--- config.mk ---
export PLATFORM = sky130hd
export DESIGN_NAME = mem_resp_reorder
export DESIGN_NICKNAME = d
export VERILOG_FILES = /design/src/rtl/mrb_pkg.sv /design/src/rtl/mrb_arrival_fifo.sv /design/src/rtl/mrb_inorder_ring.sv /design/src/rtl/mem_resp_reorder.sv
export SDC_FILE = /design/constraint.sdc
export NUM_CORES = 1
export LEC_CHECK = 0
export BUFFER_PORTS_ARGS = -buffer_cell sky130_fd_sc_hd__buf_2
export CAP_MARGIN = 20
export CELL_PAD_IN_SITES_DETAIL_PLACEMENT = 0
export CELL_PAD_IN_SITES_GLOBAL_PLACEMENT = 2
export CORE_AREA = 5 5 123 125
export CTS_CLUSTER_DIAMETER = 30
export DETAILED_ROUTE_END_ITERATION = 16
export DIE_AREA = 0 0 128 130
export PLACE_DENSITY_LB_ADDON = 0.15
export SETUP_SLACK_MARGIN = 0.5
export SLEW_MARGIN = 20
export SYNTH_ARGS = -nofsm -noshare
export SYNTH_HDL_FRONTEND = slang
export SYNTH_SLANG_ARGS = --single-unit
--- constraint.sdc ---
create_clock -name clk -period 5.2 [get_ports clk]
set_clock_uncertainty 0.2 [all_clocks]
set_input_delay 0.52 -clock clk [delete_from_list [all_inputs] [get_ports clk]]
set_output_delay 0.52 -clock clk [all_outputs]
set_load 0.005 [all_outputs]
--- src/rtl/mrb_pkg.sv ---
package mrb_pkg;
  typedef enum logic [1:0] {
    K_LOAD   = 2'd0,
    K_ATOMIC = 2'd1,
    K_STORE  = 2'd2,
    K_FENCE  = 2'd3
  } req_kind_e;
endpackage

--- src/rtl/mrb_arrival_fifo.sv ---
module mrb_arrival_fifo #(
  parameter int DEPTH = 3,
  parameter int W     = 3
) (
  input  logic         clk,
  input  logic         rst,
  input  logic         push_i,
  input  logic [W-1:0] push_data_i,
  input  logic         pop_i,
  output logic         nonempty_o,
  output logic [W-1:0] head_o
);
  localparam int PW = (DEPTH > 1) ? $clog2(DEPTH) : 1;
  localparam int CW = $clog2(DEPTH + 1);

  logic [W-1:0]  mem [DEPTH];
  logic [PW-1:0] wr_q, rd_q;
  logic [CW-1:0] cnt_q;

  function automatic logic [PW-1:0] bump(input logic [PW-1:0] p);
    return (p == PW'(DEPTH - 1)) ? '0 : p + PW'(1);
  endfunction

  always_ff @(posedge clk) begin
    if (push_i) mem[wr_q] <= push_data_i;
  end

  always_ff @(posedge clk) begin
    if (rst) begin
      wr_q  <= '0;
      rd_q  <= '0;
      cnt_q <= '0;
    end else begin
      if (push_i) wr_q <= bump(wr_q);
      if (pop_i)  rd_q <= bump(rd_q);
      cnt_q <= cnt_q + CW'(push_i) - CW'(pop_i);
    end
  end

  assign nonempty_o = (cnt_q != '0);
  assign head_o     = mem[rd_q];

  // returns are bounded by in-flight limits, so the FIFO never overflows
  assert_no_overflow_R4: assert property (@(posedge clk) disable iff (rst)
    (push_i && !pop_i) |-> (cnt_q < CW'(DEPTH)));
  assert_no_underflow_R4: assert property (@(posedge clk) disable iff (rst)
    pop_i |-> nonempty_o);
endmodule

--- src/rtl/mrb_inorder_ring.sv ---
module mrb_inorder_ring #(
  parameter int DEPTH = 4,
  parameter int SEQ_W = 6,
  parameter int TAG_W = 3
) (
  input  logic                     clk,
  input  logic                     rst,
  input  logic                     alloc_i,
  input  logic [SEQ_W-1:0]         alloc_seq_i,
  input  logic [TAG_W-1:0]         alloc_tag_i,
  input  logic                     alloc_store_i,
  output logic                     can_alloc_o,
  input  logic                     done_i,
  input  logic [$clog2(DEPTH)-1:0] done_slot_i,
  input  logic                     pop_i,
  output logic                     head_ready_o,
  output logic [TAG_W-1:0]         head_tag_o,
  output logic                     head_store_o
);
  localparam int SLOT_W = $clog2(DEPTH);
  localparam int CW     = $clog2(DEPTH + 1);

  logic [DEPTH-1:0]  vld_q, dn_q;
  logic [TAG_W-1:0]  tag_mem [DEPTH];
  logic [SEQ_W-1:0]  seq_mem [DEPTH];
  logic              st_mem  [DEPTH];
  logic [SLOT_W-1:0] head_q;
  logic [CW-1:0]     cnt_q;

  logic [SLOT_W-1:0] alloc_slot, nxt_slot;
  logic [SEQ_W-1:0]  span;
  logic              ring_empty;

  assign alloc_slot = alloc_seq_i[SLOT_W-1:0];
  assign span       = alloc_seq_i - seq_mem[head_q];
  assign ring_empty = (cnt_q == '0);
  assign can_alloc_o = ring_empty || ((span < SEQ_W'(DEPTH)) && !vld_q[alloc_slot]);

  // next oldest live slot after the head, in circular order
  always_comb begin
    logic [SLOT_W-1:0] idx;
    logic              found;
    found    = 1'b0;
    nxt_slot = head_q;
    for (int k = 1; k < DEPTH; k++) begin
      idx = head_q + SLOT_W'(k);
      if (!found && vld_q[idx]) begin
        found    = 1'b1;
        nxt_slot = idx;
      end
    end
  end

  always_ff @(posedge clk) begin
    if (alloc_i) begin
      tag_mem[alloc_slot] <= alloc_tag_i;
      seq_mem[alloc_slot] <= alloc_seq_i;
      st_mem[alloc_slot]  <= alloc_store_i;
    end
  end

  always_ff @(posedge clk) begin
    if (rst) begin
      vld_q  <= '0;
      dn_q   <= '0;
      head_q <= '0;
      cnt_q  <= '0;
    end else begin
      if (pop_i) vld_q[head_q] <= 1'b0;
      if (alloc_i) begin
        vld_q[alloc_slot] <= 1'b1;
        dn_q[alloc_slot]  <= 1'b0;
      end
      if (done_i) dn_q[done_slot_i] <= 1'b1;
      if (alloc_i && (ring_empty || (pop_i && cnt_q == CW'(1))))
        head_q <= alloc_slot;
      else if (pop_i)
        head_q <= nxt_slot;
      cnt_q <= cnt_q + CW'(alloc_i) - CW'(pop_i);
    end
  end

  assign head_ready_o = vld_q[head_q] && dn_q[head_q];
  assign head_tag_o   = tag_mem[head_q];
  assign head_store_o = st_mem[head_q];

  // a response only finishes a slot that is reserved and still pending
  assert_done_live_R2: assert property (@(posedge clk) disable iff (rst)
    done_i |-> (vld_q[done_slot_i] && !dn_q[done_slot_i]));
  // only a finished oldest slot retires
  assert_pop_ready_R2: assert property (@(posedge clk) disable iff (rst)
    pop_i |-> head_ready_o);
  // a reservation never lands on a live slot
  assert_alloc_free_R7: assert property (@(posedge clk) disable iff (rst)
    (alloc_i && !ring_empty) |-> !vld_q[alloc_slot]);
endmodule

--- src/rtl/mem_resp_reorder.sv ---
module mem_resp_reorder
  import mrb_pkg::*;
#(
  parameter int TAG_W      = 3,
  parameter int SEQ_W      = 6,
  parameter int RING_DEPTH = 4,
  parameter int QUEUE_CAP  = 3
) (
  input  logic             clk,
  input  logic             rst,
  input  logic             ooo_mode_i,
  input  logic             iss_valid_i,
  output logic             iss_ready_o,
  input  logic [TAG_W-1:0] iss_tag_i,
  input  logic [1:0]       iss_kind_i,
  input  logic [SEQ_W-1:0] iss_seq_i,
  input  logic             rsp_valid_i,
  input  logic [TAG_W-1:0] rsp_tag_i,
  output logic             dlv_valid_o,
  input  logic             dlv_ready_i,
  output logic [TAG_W-1:0] dlv_tag_o,
  output logic             dlv_store_o,
  output logic             orphan_o
);
  localparam int CNT_W  = $clog2(QUEUE_CAP + 1);
  localparam int SLOT_W = $clog2(RING_DEPTH);
  localparam int NTAG   = 1 << TAG_W;

  logic [CNT_W-1:0]  ld_cnt_q, st_cnt_q;
  logic              mode_q, mode_eff, unit_empty;
  logic [NTAG-1:0]   live_q;
  logic              st_tbl   [NTAG];
  logic [SLOT_W-1:0] slot_tbl [NTAG];
  logic              orphan_q;

  logic is_fence, is_st, cap_ok, tag_ok, ring_ok, trk, rsp_ok, dlv_fire;
  logic ring_can, ring_rdy, ring_st;
  logic [TAG_W-1:0] ring_tag, lq_head, sq_head;
  logic lq_ne, sq_ne;

  assign unit_empty = (ld_cnt_q == '0) && (st_cnt_q == '0);
  assign mode_eff   = unit_empty ? ooo_mode_i : mode_q;

  assign is_fence = (iss_kind_i == K_FENCE);
  assign is_st    = (iss_kind_i == K_STORE);
  assign cap_ok   = is_fence || (is_st ? (st_cnt_q < CNT_W'(QUEUE_CAP))
                                       : (ld_cnt_q < CNT_W'(QUEUE_CAP)));
  assign tag_ok   = is_fence || !live_q[iss_tag_i];
  assign ring_ok  = is_fence || mode_eff || ring_can;
  assign iss_ready_o = cap_ok && tag_ok && ring_ok;
  assign trk      = iss_valid_i && iss_ready_o && !is_fence;
  assign rsp_ok   = rsp_valid_i && live_q[rsp_tag_i];

  always_ff @(posedge clk) begin
    if (trk) begin
      st_tbl[iss_tag_i]   <= is_st;
      slot_tbl[iss_tag_i] <= iss_seq_i[SLOT_W-1:0];
    end
  end

  always_ff @(posedge clk) begin
    if (rst) begin
      live_q   <= '0;
      ld_cnt_q <= '0;
      st_cnt_q <= '0;
      mode_q   <= 1'b0;
      orphan_q <= 1'b0;
    end else begin
      if (rsp_ok) live_q[rsp_tag_i] <= 1'b0;
      if (trk)    live_q[iss_tag_i] <= 1'b1;
      ld_cnt_q <= ld_cnt_q + CNT_W'(trk && !is_st) - CNT_W'(dlv_fire && !dlv_store_o);
      st_cnt_q <= st_cnt_q + CNT_W'(trk && is_st)  - CNT_W'(dlv_fire && dlv_store_o);
      mode_q   <= mode_eff;
      orphan_q <= rsp_valid_i && !live_q[rsp_tag_i];
    end
  end
  assign orphan_o = orphan_q;

  mrb_inorder_ring #(.DEPTH(RING_DEPTH), .SEQ_W(SEQ_W), .TAG_W(TAG_W)) u_ring (
    .clk(clk), .rst(rst),
    .alloc_i(trk && !mode_eff), .alloc_seq_i(iss_seq_i), .alloc_tag_i(iss_tag_i),
    .alloc_store_i(is_st), .can_alloc_o(ring_can),
    .done_i(rsp_ok && !mode_eff), .done_slot_i(slot_tbl[rsp_tag_i]),
    .pop_i(dlv_fire && !mode_eff),
    .head_ready_o(ring_rdy), .head_tag_o(ring_tag), .head_store_o(ring_st)
  );

  mrb_arrival_fifo #(.DEPTH(QUEUE_CAP), .W(TAG_W)) u_ldq (
    .clk(clk), .rst(rst),
    .push_i(rsp_ok && mode_eff && !st_tbl[rsp_tag_i]), .push_data_i(rsp_tag_i),
    .pop_i(dlv_fire && mode_eff && lq_ne),
    .nonempty_o(lq_ne), .head_o(lq_head)
  );

  mrb_arrival_fifo #(.DEPTH(QUEUE_CAP), .W(TAG_W)) u_stq (
    .clk(clk), .rst(rst),
    .push_i(rsp_ok && mode_eff && st_tbl[rsp_tag_i]), .push_data_i(rsp_tag_i),
    .pop_i(dlv_fire && mode_eff && !lq_ne),
    .nonempty_o(sq_ne), .head_o(sq_head)
  );

  always_comb begin
    if (mode_eff) begin
      dlv_valid_o = lq_ne || sq_ne;
      dlv_tag_o   = lq_ne ? lq_head : sq_head;
      dlv_store_o = !lq_ne;
    end else begin
      dlv_valid_o = ring_rdy;
      dlv_tag_o   = ring_tag;
      dlv_store_o = ring_st;
    end
  end
  assign dlv_fire = dlv_valid_o && dlv_ready_i;

  // in-flight counts stay within their limit
  assert_cap_R6: assert property (@(posedge clk) disable iff (rst)
    (ld_cnt_q <= CNT_W'(QUEUE_CAP)) && (st_cnt_q <= CNT_W'(QUEUE_CAP)));
  // an ordered-mode completion is held while writeback stalls
  assert_hold_R8: assert property (@(posedge clk) disable iff (rst)
    (dlv_valid_o && !dlv_ready_i && !mode_q && !unit_empty) |=> (dlv_valid_o && $stable(dlv_tag_o)));
  // a fence leaves the in-flight counts untouched
  assert_fence_inert_R5: assert property (@(posedge clk) disable iff (rst)
    (iss_valid_i && is_fence && !dlv_fire) |=> ($stable(ld_cnt_q) && $stable(st_cnt_q)));
  // the discipline cannot change while requests are outstanding
  assert_mode_hold_R10: assert property (@(posedge clk) disable iff (rst)
    !unit_empty |=> $stable(mode_q));
endmodule

## Word-level counts from Yosys, hierarchy flattened

Memory sizes are Yosys's and may differ from the RTL's. A register that Yosys moved wholly into a read port is not among the register bits.
Index checks and enable logic that the tools add are counted.

| word-level totals | value |
|---|---|
| register bits after elaboration | 39 |
| latch bits | 0 |
| bits in writable memories | 82 |
| bits in read-only memories | 0 |
| bits of input ports | 20 |
| output and inout port bits | 7 |
| logic and storage cells | 200 |
| memories kept | 7 |

| operators by class | value |
|---|---|
| add/subtract/negate cells | 18 |
| multiply operators | 0 |
| divide/modulo/power cells | 0 |
| order comparisons | 16 |
| equal/unequal tests | 7 |
| shift-type cells | 0 |
| muxes and demuxes | 70 |
| bitwise gates (word level) | 9 |
| reductions and logical operators | 58 |

Memories:

| name | words | bits a word | rd ports | clocked after Yosys merged registers in | wr ports | RTL line | RTL |
|---|---|---|---|---|---|---|---|
| u_ring.seq_mem | 4 | 6 | 1 | 1 | 1 | mrb_inorder_ring.sv:25 | `logic [SEQ_W-1:0] seq_mem [DEPTH];` |
| slot_tbl | 8 | 2 | 1 | 0 | 1 | mem_resp_reorder.sv:33 | `logic [SLOT_W-1:0] slot_tbl [NTAG];` |
| u_ring.tag_mem | 4 | 3 | 1 | 1 | 1 | mrb_inorder_ring.sv:24 | `logic [TAG_W-1:0] tag_mem [DEPTH];` |
| u_ldq.mem | 3 | 3 | 1 | 1 | 1 | mrb_arrival_fifo.sv:16 | `logic [W-1:0] mem [DEPTH];` |
| u_stq.mem | 3 | 3 | 1 | 1 | 1 | mrb_arrival_fifo.sv:16 |  |
| st_tbl | 8 | 1 | 1 | 0 | 1 | mem_resp_reorder.sv:32 | `logic st_tbl [NTAG];` |
| 1 more memories | -- | -- | -- | -- | -- | -- |  |

Operators by type and width:

| operator | count |
|---|---|
| $mux 2 | 19 |
| $logic_and 1x1->1 | 32 |
| $mux 1 | 27 |
| $mux 4 | 6 |
| $mux 8 | 3 |
| $lt 2x3->1 const B | 6 |
| $bmux 1 s2 | 6 |
| $eq 2x2->1 const B | 6 |
| $logic_not 1->1 | 11 |
| $add 2x1->2 const B | 5 |
| $add 2x1->2 | 4 |
| $and 4x4->4 | 2 |
| $and 8x8->8 | 1 |
| $lt 3x4->1 const B | 2 |
| $not 4->4 | 2 |
| $not 8->8 | 1 |
| $or 4x4->4 | 2 |
| $or 8x8->8 | 1 |
| $sub 2x1->2 | 4 |
| $logic_or 1x1->1 | 7 |
| $bmux 1 s3 | 2 |
| $demux 1 s2 | 3 |
| $demux 1 s3 | 2 |
| $ge 2x1->1 const B | 3 |
| 14 further kinds | 21 |

## Longest topological paths before layout

Gate-level depths: netlist of run 1.

| logic depth | value |
|---|---|
| depth after elaboration | 15 |
| mapped depth | 17 |
| gate-level depth less buffers | 16 |

## By module

Synthesis of run 1 repeated with hierarchy kept, for this count alone.

| second synthesis, totals | value |
|---|---|
| cells, all modules | 480 |
| area, all modules | 5,941.9 um2 |

Modules (own cells, without submodules):

| module | times used | cells an instance | area each (um2) | seq. area each (um2) |
|---|---|---|---|---|
| mrb_inorder_ring | 1 | 178 | 2,561.2 | 1,501.4 |
| mem_resp_reorder | 1 | 204 | 2,069.5 | 1,001.0 |
| mrb_arrival_fifo | 2 | 49 | 655.6 | 430.4 |

## Least setup slack after synthesis of run 1

No wires, ideal clock.

| timing | value |
|---|---|
| kind | register -> register |
| start | register with a tool-made name |
| end | register u_ring.cnt_q[2] |
| library setup time | 128 ps |
| arrival time | 3,621 ps |
| data required time | 4,872 ps |
| path slack | 1,251 ps |
| stages on the path, launching flop included | 18 |
| buffers on the path | 1 |
| period minus slack after synthesis | 3,949 ps |
| cells stage by stage | dfxtp_1 buf_4 mux4_2 inv_1 ha_1 o21ai_0 nand2b_1 xnor3_1 o31a_1 and4bb_4 nand2_1 ha_1 inv_1 ha_1 fa_1 xnor2_1 xnor2_1 nor2_1 |

RTL lines:

| item | RTL line | RTL |
|---|---|---|
| end signal: assignment | mrb_inorder_ring.sv:79 | `cnt_q <= cnt_q + CW'(alloc_i) - CW'(pop_i);` |
| end: declaration | mrb_inorder_ring.sv:28 | `logic [CW-1:0] cnt_q;` |

==> results of run 1 <==
==> synthesized netlist by cell type, types with 3 or more instances <==
| cell type | count | area (um^2) |
|---|---|---|
| nor2b_1 | 14 | 87.6 |
| o21ai_0 | 16 | 80.1 |
| mux4_2 | 18 | 405 |
| a31oi_1 | 4 | 25.0 |
| nand2b_1 | 4 | 25.0 |
| a21oi_1 | 14 | 70.1 |
| o21a_1 | 4 | 30.0 |
| and2_1 | 3 | 18.8 |
| dfxtp_1 | 45 | 901 |
| a21boi_0 | 3 | 22.5 |
| nand2_1 | 49 | 184 |
| a32o_1 | 4 | 40.0 |
| buf_2 | 5 | 25.0 |
| nor3_1 | 9 | 45.0 |
| nor3_2 | 3 | 30.0 |
| xnor2_1 | 7 | 61.3 |
| or3b_1 | 3 | 26.3 |
| clkbuf_1 | 12 | 45.0 |
| o22ai_1 | 5 | 31.3 |
| nor3b_1 | 6 | 45.0 |
| mux2i_1 | 17 | 170 |
| edfxtp_1 | 82 | 2460 |
| and3_1 | 4 | 25.0 |
| inv_1 | 22 | 82.6 |
| nor2_1 | 39 | 146 |
| ha_1 | 18 | 225 |
| mux2_2 | 4 | 45.0 |
| xor2_1 | 4 | 35.0 |
| nand3_1 | 14 | 70.1 |
==> final timing paths <==
path                                             end         start
worst max-delay path                 u_ring.cnt_q[2]     flip-flop
worst min-delay path            u_ring.seq_mem[1][2]  iss_seq_i[2]
worst max register to register       u_ring.cnt_q[2]     flip-flop
worst min register to register             live_q[0]     live_q[0]
==> cell usage in the layout (no fill, tap or decap), drive strengths merged, types with 17 or more instances in the layout <==
cell type | netlist | layout
edfxtp | 82 | 82
nand2 | 49 | 49
dfxtp | 45 | 45
nor2 | 39 | 39
buf | 7 | 32
inv | 22 | 22
clkbuf | 12 | 21
mux4 | 18 | 18
ha | 18 | 18
o21ai | 18 | 18
mux2i | 17 | 17
==> through the flow <==
step	setup WS [ns]	hold WS (ns)
2_1_floorplan	1.25	0.242
3_3_place_gp	1.03	0.262
3_5_place_dp	0.914	0.271
4_1_cts	0.919	0.136
5_1_grt	0.723	0.136
6_report	0.939	0.146
==> per-layer routing <==
| layer | share of wire, % | GRT usage [%] | wire [um] |
|---|---|---|---|
| met1 | 49 | 21.6 | 5930 |
| met2 | 47 | 24.8 | 5770 |
| met3 | 3.2 | 4.30 | 392 |
| met4 | 1.0 | 5.99 | 127 |
| met5 | 0 | 0 | 0 |
==> registers in the layout, indices dropped and copies added, names as in the netlist, 3 cells and up, named ones only <==
name,flops
u_stq.mem,9
st_tbl,8
u_ring.seq_mem,24
u_ring.vld_q,4
live_q,8
u_ring.st_mem,4
slot_tbl,16
u_ring.dn_q,4
u_ring.tag_mem,12
u_ldq.mem,9
u_ring.cnt_q,3
==> power groups by stage <==
| stage | Combinational, mW | Sequential [mW] | Clock (mW) |
|---|---|---|---|
| floorplan | 0.415 | 1.20 | 0 |
| global placement | 0.570 | 1.22 | 0 |
| global route | 0.641 | 1.21 | 1.21 |
| finish | 0.567 | 1.20 | 1.13 |
| CTS | 0.578 | 1.20 | 1.15 |
| detailed placement | 0.575 | 1.23 | 0 |
==> cell type report <==
class	count	share of cell area [%]
tap	180	3.33
inverter	22	1.22
timing repair buffer	32	2.59
clock buffer	21	6.67
clock inverter	11	1.74
sequential	127	49.8
multi-input combinational	307	34.6
==> cell families after synthesis <==
group / after synthesis / synth area share [%]
AND/OR/NAND/NOR: 165 / 14.9
flip-flops: 127 / 57.3
AO/OA/AOI/OAI: 72 / 8.23
buffers and inverters: 41 / 2.79
multiplexers: 39 / 10.6
adder cells (fa/ha/maj): 19 / 4.18
XOR/XNOR: 12 / 2.03
==> results.py, run 1 <==
metrics = {
    "placed_design": {
        "dpl.hpwl_mm": 8.47,
        "numPortBuffers": 26,
        "placed_area_um2": 6190,
        "dp.cells": 668,
        "routabilityCongestion": 0.807,
    },
    "floorplanning": {
        "die_h_um": 130,
        "row_count": 43,
        "die_w_um": 128,
        "start_util_pct": 42.6,
        "ios": 27,
        "core_um2": 13800,
        "dieArea_um2": 16600,
    },
    "global_route": {
        "grtUsageTotal_pct": 16.0,
        "grt_pass1_wl_mm": 19.9,
        "gr-total-overflow": 0,
        "grt_antenna_before_repair": 0,
        "grt_pass1_vias": 3705,
        "grt_start_max_net_pins": 25,
    },
    "power": {
        "p_leak_nw": 2.49,
        "sw_frac_of_total_pct": 27.0,
        "power_frac_clock_pct": 38.9,
        "p_int_mw": 2.12,
        "p_sw_mw": 0.784,
        "power_frac_comb_pct": 19.6,
        "seqPwrFrac_pct": 41.5,
        "p_per_area_nw_per_um2": 429,
        "peakVddDrop_uv": 214,
        "p_total_mw": 2.90,
    },
    "finish": {
        "fin_area_um2": 6750,
        "antenna_cells": 0,
        "seq_area_um2": 3360,
        "drive_above_1_share_pct": 18.7,
        "fill_cells": 1268,
        "instances_no_fill": 700,
        "layout.nets": 546,
        "area_growth_pct": 15.1,
        "multi_input_area_um2": 2340,
        "utilization_pct": 49.0,
    },
    "clock_tree": {
        "numCtsBuffers": 17,
        "ctsResizeCount": 0,
        "htree_levels": 4,
        "cts_tree": "done",
        "clk_pin_slew_ns": 0.06,
        "clock_latency_ns": 0.42,
        "cts_root_buf": "clkbuf_16",
        "clockBufferDepth": 2,
        "cts_sinks": 127,
        "cts_setup_buffers": 0,
        "cts_hold_buffers": 0,
    },
    "route": {
        "dr.pass1.iters": 4,
        "dr.first_iter.drc_count": 138,
        "vias": 3690,
        "route.detailed.drc": 0,
        "wl_per_cell_um": 17.5,
        "wirelength_mm": 12.2,
        "antenna_left": 0,
        "avgViaCountPerCell": 5.27,
    },
    "synthesis": {
        "synth_edf_count": 82,
        "synth_cells": 475,
        "ys_types": 62,
        "syn_avg_cell_area_um2": 12.4,
        "synthesis.nets": 514,
        "synthFlopType": "edfxtp_1",
        "yosysSeqAreaShare_pct": 57.3,
        "syn-cell-area_um2": 5870,
        "yosysWarnings": 0,
        "ys_seq_elements": 127,
        "async_flop_share_pct": 0,
    },
    "worst_setup_path": {
        "crit_cells": 16,
        "path_class": "flip-flop to flip-flop",
        "path_common_cell": "ha_1",
        "crit_path_start_kind": "flip-flop",
        "crit_path_top_delay_cell": "dfxtp_1",
        "crit_chain": "mux4_2, inv_1, ha_1, o21ai_0, nand2b_1, xnor3_1, o31a_1, and4bb_4, nand2_1, ha_1, inv_1, ha_1, fa_1, xnor2_1, xnor2_1, nor2_1",
        "required_ns": 5.29,
        "rr_worst_depth": 16,
        "critPathMaxFanout": 8,
        "critPathMaxStageDelay_ns": 0.58,
        "end_kind": "flip-flop",
        "r2r_setup_slack_ns": 0.94,
        "path_delay_family": "adder cells",
        "worst-path-buf-inv": 2,
        "arrival_ns": 4.35,
    },
    "timing": {
        "finalSetupViolations": 0,
        "drv_slew": 0,
        "worstMarginPinSlew_ns": 0.735,
        "rsz0062_at_grt": "false",
        "setup_tns_ns": 0,
        "period_minus_slack_ns": 4.26,
        "slew_headroom_pct": 51.0,
        "finalHoldViolCount": 0,
        "fmax_ghz": 0.235,
        "post-route-period-util_pct": 81.9,
    },
    "worst_hold_path": {
        "worstHoldPathCells": 1,
        "worstHoldPathType": "input port to flip-flop",
    },
    "job": {
        "cap_violations": 0,
    },
    "outcome": {
        "outcome": "completed",
    },
}
(Power assumes the default switching activity.)
==> run 2: changes to the inputs <==
- CORE_AREA: 5 5 123 125 -> 5 5 129 131
- DIE_AREA: 0 0 128 130 -> 0 0 134 136
- clock period: 5.2 -> 3.8 ns (I/O delays scaled with it)
==> run 2 against run 1 <==
  * Largest power group unchanged
  * Largest cell class unchanged
  * Wire length up 10%
  * Design area up 7.8%
  * Clock power up 36%
  * Highest routed layer unchanged
==> results.py, run 2 (synthesis results as in run 1) <==
metrics = {
    "floorplanning": {
        "ios": 27,
        "core_um2": 15500,
        "die_h_um": 136,
        "die_w_um": 134,
        "start_util_pct": 37.9,
        "dieArea_um2": 18200,
        "row_count": 46,
    },
    "finish": {
        "multi_input_area_um2": 2510,
        "final_common_cell": "edfxtp_1",
        "top_regs": "u_ring.seq_mem x24, slot_tbl x16, u_ring.tag_mem x12",
        "seq_area_um2": 3370,
        "drive_above_1_share_pct": 28.3,
        "largest_register": "u_ring.seq_mem",
        "fin_area_um2": 7280,
        "antenna_cells": 0,
        "fill_cells": 1411,
        "largest_reg_flops": 24,
        "area_growth_pct": 24.1,
        "layout.nets": 580,
        "mostFrequentLayoutCells": "edfxtp_1 (82), nand2_1 (48), dfxtp_1 (44), nor2_1 (34), buf_2 (26)",
    },
    "global_route": {
        "grt_antenna_before_repair": 0,
        "grt_pass1_vias": 3957,
        "grtUsageTotal_pct": 15.6,
        "grt_start_max_net_pins": 25,
        "gr-total-overflow": 0,
        "grtUsageMet1_pct": 20.7,
        "grt_use_met2_pct": 25.3,
        "grt_busiest_layer": "met2",
        "grt_pass1_wl_mm": 21.5,
        "grt.met3_usage_pct": 3.40,
    },
    "worst_setup_path": {
        "rr_worst_depth": 16,
        "required_ns": 3.89,
        "arrival_ns": 3.79,
        "r2r_setup_slack_ns": 0.1,
        "end_kind": "flip-flop",
        "crit_path_start_kind": "flip-flop",
        "critPathMaxFanout": 5,
        "path_class": "flip-flop to flip-flop",
        "r2r-end": "u_ring.cnt_q[2]",
    },
    "worst_hold_path": {
        "worstHoldPathType": "input port to flip-flop",
        "hold_end": "u_ring.seq_mem[3][5]",
        "hp-start": "iss_seq_i[5]",
        "worstHoldPathCells": 1,
    },
    "route": {
        "vias": 3911,
        "wl_per_cell_um": 18.1,
        "avgViaCountPerCell": 5.24,
        "dr.first_iter.drc_count": 247,
        "route.detailed.drc": 0,
        "dr.pass1.iters": 4,
        "wirelength_mm": 13.5,
        "antenna_left": 0,
    },
    "clock_tree": {
        "clock_latency_ns": 0.41,
        "cts_sinks": 127,
        "cts_root_buf": "clkbuf_16",
        "htree_levels": 4,
        "clockBufferDepth": 2,
        "cts_hold_buffers": 0,
        "cts_tree": "done",
        "clk_pin_slew_ns": 0.05,
        "numCtsBuffers": 17,
    },
    "power": {
        "p_leak_nw": 2.72,
        "peakVddDrop_uv": 353,
        "p_per_area_nw_per_um2": 581,
    },
    "job": {
        "cap_violations": 0,
    },
    "placed_design": {
        "placed_area_um2": 6390,
        "routabilityCongestion": 0.801,
        "numPortBuffers": 26,
        "dpl.hpwl_mm": 9.42,
    },
    "timing": {
        "fmax_ghz": 0.270,
        "rsz0062_at_grt": "true",
        "finalSetupViolations": 0,
        "slew_headroom_pct": 48.7,
        "setup_tns_ns": 0,
        "drv_slew": 0,
        "period_minus_slack_ns": 3.70,
        "post-route-period-util_pct": 97.5,
        "worstMarginPinSlew_ns": 0.768,
        "finalHoldViolCount": 0,
    },
    "outcome": {
        "outcome": "completed",
    },
}
## run 2: cell count changes in the layout (fill, tap and decap cells not counted), sizes merged
cell,previous run,this run
clkbuf,21,20
buf,32,66
clkinv,7,9
clkinvlp,2,1
## run 2: layout make-up
type                       count  area share, %
timing repair buffer          66           7.03
inverter                      22           1.13
clock buffer                  20           6.14
clock inverter                12           1.63
tap                          192           3.30
sequential                   127           46.3
multi-input combinational    307           34.5
## run 2: repair_timing
| item | 4_1_cts | 5_1_grt |
|---|---|---|
| setup buffers | 8 | 7 |
| hold endpoints to repair | 0 | 0 |
| pin swaps | 12 | 8 |
| endpoints found under the setup margin | 57 | 62 |
| gates resized for setup | 18 | 27 |
## run 2: power by group
part | internal, mW | switching, mW
Combinational | 0.516 | 0.537
Clock | 0.973 | 0.568
Sequential | 1.57 | 0.0681
## run 2: worst max-delay path, stage by stage, from the launching register on
cell and delay (ns):
dfxtp_4 0.39, mux4_2 0.51, inv_2 0.08, ha_4 0.20, o21ai_1 0.12, nand2b_1 0.08, xnor3_1 0.18, o31a_1 0.27
and4bb_4 0.31, nand2_1 0.05, ha_1 0.28, inv_1 0.04, ha_2 0.17, fa_2 0.36, xnor2_2 0.14, xnor2_1 0.17
nor2_1 0.05
## run 2: layer usage
metal  share of wire, %  wire [um]
met1                 47       6360
met2                 49       6620
met3                2.7        363
met4               0.99        134
met5                  0          0
## run 2: stage by stage
stage / power (mW) / utilization (%) / setup slack [ns] / cells / hold slack, ns
after global placement: 2.53 / 41.3 / 0.0546 / 699 / 0.271
final: 4.23 / 47.0 / 0.0965 / 746 / 0.0219
after detailed placement: 2.55 / 41.3 / -0.00877 / 699 / 0.277
after CTS: 4.20 / 45.9 / 0.0787 / 739 / 0.00467
after floorplan: 2.24 / - / 0.00120 / 475 / 0.242
after global routing: 4.45 / 47.0 / -0.0704 / 746 / 0.00733
## run 2: worst max-delay path by stage
| stage | to | slack, ns | depth (start not counted) | startpoint |
|---|---|---|---|---|
| floorplan | u_ring.cnt_q[2] | 0.001 | 17 | flip-flop |
| global placement | u_ring.cnt_q[2] | 0.05 | 16 | flip-flop |
| detailed placement | u_ring.cnt_q[2] | -0.009 | 16 | flip-flop |
| CTS | u_ring.cnt_q[2] | 0.08 | 16 | flip-flop |
| global route | u_ring.cnt_q[2] | -0.07 | 16 | flip-flop |
| finish | u_ring.cnt_q[2] | 0.1 | 16 | flip-flop |
==> run 3: changes to the inputs <==
- PLACE_DENSITY_LB_ADDON: 0.15 -> 0.1
==> run 3 against run 2 <==
  * Count of clock-buffer cells in the layout unchanged
  * Sequential power about the same
  * Clock power increased by 8%
  * Critical path type unchanged
  * Register-to-register slack gained 0.05 ns
  * Non-clock buffer count shrank 11
  * Wire length down 1.0%
  * Critical path depth unchanged
  * Sequential share of layout area increased by 0.60 points
==> results.py, run 3 (synthesis results as in run 1) <==
metrics = {
    "finish": {
        "largest_reg_flops": 24,
        "layout.nets": 569,
        "utilization_pct": 46.4,
        "final_common_cell": "edfxtp_1",
        "area_growth_pct": 22.5,
        "largest_register": "u_ring.seq_mem",
        "mostFrequentLayoutCells": "edfxtp_1 (82), nand2_1 (47), dfxtp_1 (44), nor2_1 (35), buf_2 (26)",
        "antenna_cells": 0,
        "drive_above_1_share_pct": 26.9,
        "top_regs": "u_ring.seq_mem x24, slot_tbl x16, u_ring.tag_mem x12",
    },
    "floorplanning": {
        "start_util_pct": 37.9,
        "die_h_um": 136,
        "core_um2": 15500,
        "row_count": 46,
        "dieArea_um2": 18200,
        "die_w_um": 134,
        "ios": 27,
    },
    "power": {
        "p_leak_nw": 2.67,
        "p_per_area_nw_per_um2": 589,
        "peakVddDrop_uv": 305,
    },
    "route": {
        "wl_per_cell_um": 18.2,
        "vias": 3827,
        "route.detailed.drc": 0,
        "dr.pass1.iters": 4,
        "avgViaCountPerCell": 5.21,
        "antenna_left": 0,
        "dr.first_iter.drc_count": 206,
        "wirelength_mm": 13.3,
    },
    "global_route": {
        "grt_pass1_vias": 3752,
        "grt_antenna_before_repair": 0,
        "grtUsageTotal_pct": 15.3,
        "gr-total-overflow": 0,
        "grt_start_max_net_pins": 25,
        "grt_pass1_wl_mm": 20.8,
    },
    "placed_design": {
        "dpl.hpwl_mm": 9.25,
        "numPortBuffers": 26,
        "routabilityCongestion": 0.765,
    },
    "worst_setup_path": {
        "path_class": "flip-flop to flip-flop",
        "arrival_ns": 3.74,
        "critPathMaxFanout": 5,
        "r2r_setup_slack_ns": 0.15,
        "rr_worst_depth": 16,
        "end_kind": "flip-flop",
        "crit_path_start_kind": "flip-flop",
        "r2r-end": "u_ring.cnt_q[2]",
        "crit_end": "u_ring.cnt_q[2]",
        "required_ns": 3.89,
    },
    "timing": {
        "period_minus_slack_ns": 3.65,
        "slew_headroom_pct": 48.6,
        "finalHoldViolCount": 0,
        "worstMarginPinSlew_ns": 0.770,
        "drv_slew": 0,
        "fmax_ghz": 0.274,
        "post-route-period-util_pct": 96.1,
        "finalSetupViolations": 0,
        "rsz0062_at_grt": "true",
        "setup_tns_ns": 0,
    },
    "outcome": {
        "outcome": "completed",
    },
    "clock_tree": {
        "cts_tree": "done",
        "cts_root_buf": "clkbuf_16",
        "clk_pin_slew_ns": 0.05,
        "clock_latency_ns": 0.41,
        "numCtsBuffers": 17,
        "htree_levels": 4,
        "cts_hold_buffers": 0,
        "clockBufferDepth": 2,
        "cts_sinks": 127,
    },
    "worst_hold_path": {
        "worstHoldPathType": "input port to flip-flop",
    },
    "job": {
        "cap_violations": 0,
    },
}
[run 3: area by class of cell]
cell class,count,area (um^2)
Clock inverter,12,131
Fill cell,1429,8300
Timing Repair Buffer,55,375
Clock buffer,20,489
Sequential cell,127,3370
Inverter,22,82.6
Multi-Input combinational cell,307,2500
Tap cell,192,240
[run 3: power by group]
part | leakage [nW] | total, mW | switching, mW | internal [mW]
registers | 1.11 | 1.64 | 0.0677 | 1.57
clock network | 0.294 | 1.66 | 0.597 | 1.06
logic | 1.26 | 0.942 | 0.510 | 0.432
total | 2.67 | 4.23 | 1.18 | 3.06
[run 3: repair_timing]
| action | CTS | global route |
|---|---|---|
| cloned | 0 | 2 |
| pin swaps | 14 | 4 |
| setup endpoints to repair | 49 | 50 |
| setup buffers | 3 | 1 |
| resized for setup | 20 | 13 |
[run 3: worst min-delay path by stage]
stage              startpoint                    to  cells after the start
2_1_floorplan       live_q[0]             live_q[0]                      2
3_3_place_gp   u_ring.dn_q[2]        u_ring.dn_q[2]                      2
3_5_place_dp   u_ring.dn_q[3]        u_ring.dn_q[3]                      2
4_1_cts          iss_seq_i[5]  u_ring.seq_mem[1][5]                      1
5_1_grt          iss_seq_i[5]  u_ring.seq_mem[2][5]                      1
6_report         iss_seq_i[5]  u_ring.seq_mem[2][5]                      1
[run 3: through the flow]
| step | std cells | setup slack [ns] | area [um^2] | power (mW) | hold slack (ns) |
|---|---|---|---|---|---|
| 4_1_cts | 732 | 0.111 | 7120 | 4.26 | 0.00968 |
| 3_3_place_gp | 697 | 0.0586 | 6380 | 2.53 | 0.269 |
| 5_1_grt | 735 | 0.0168 | 7180 | 4.45 | 0.0159 |
| 6_report | 735 | 0.150 | 7180 | 4.23 | 0.0208 |
| 3_5_place_dp | 697 | -0.0226 | 6380 | 2.54 | 0.276 |
| 2_1_floorplan | 475 | 0.00120 | 5920 | 2.24 | 0.242 |
[run 3: worst max-delay path, cell delays in order (launching register included)]
cell and delay (ns):
dfxtp_4 0.39, mux4_2 0.51, inv_2 0.08, ha_4 0.13
or3b_1 0.11, o22ai_2 0.06, or3b_4 0.39, a31oi_4 0.19
and4bb_4 0.26, nand2_2 0.07, ha_4 0.26, inv_1 0.03
ha_2 0.16, fa_2 0.35, xnor2_2 0.14, xnor2_1 0.14
nor2_1 0.05
[run 3: routing by layer]
layer | part of all wire, % | vias to the layer above | track usage, %
met5 | 0 | - | 0
met1 | 47 | 1889 | 20.1
met3 | 3.0 | 10 | 4.03
li1 | - | 1881 | -
met2 | 49 | 47 | 24.8
met4 | 0.82 | 0 | 4.63
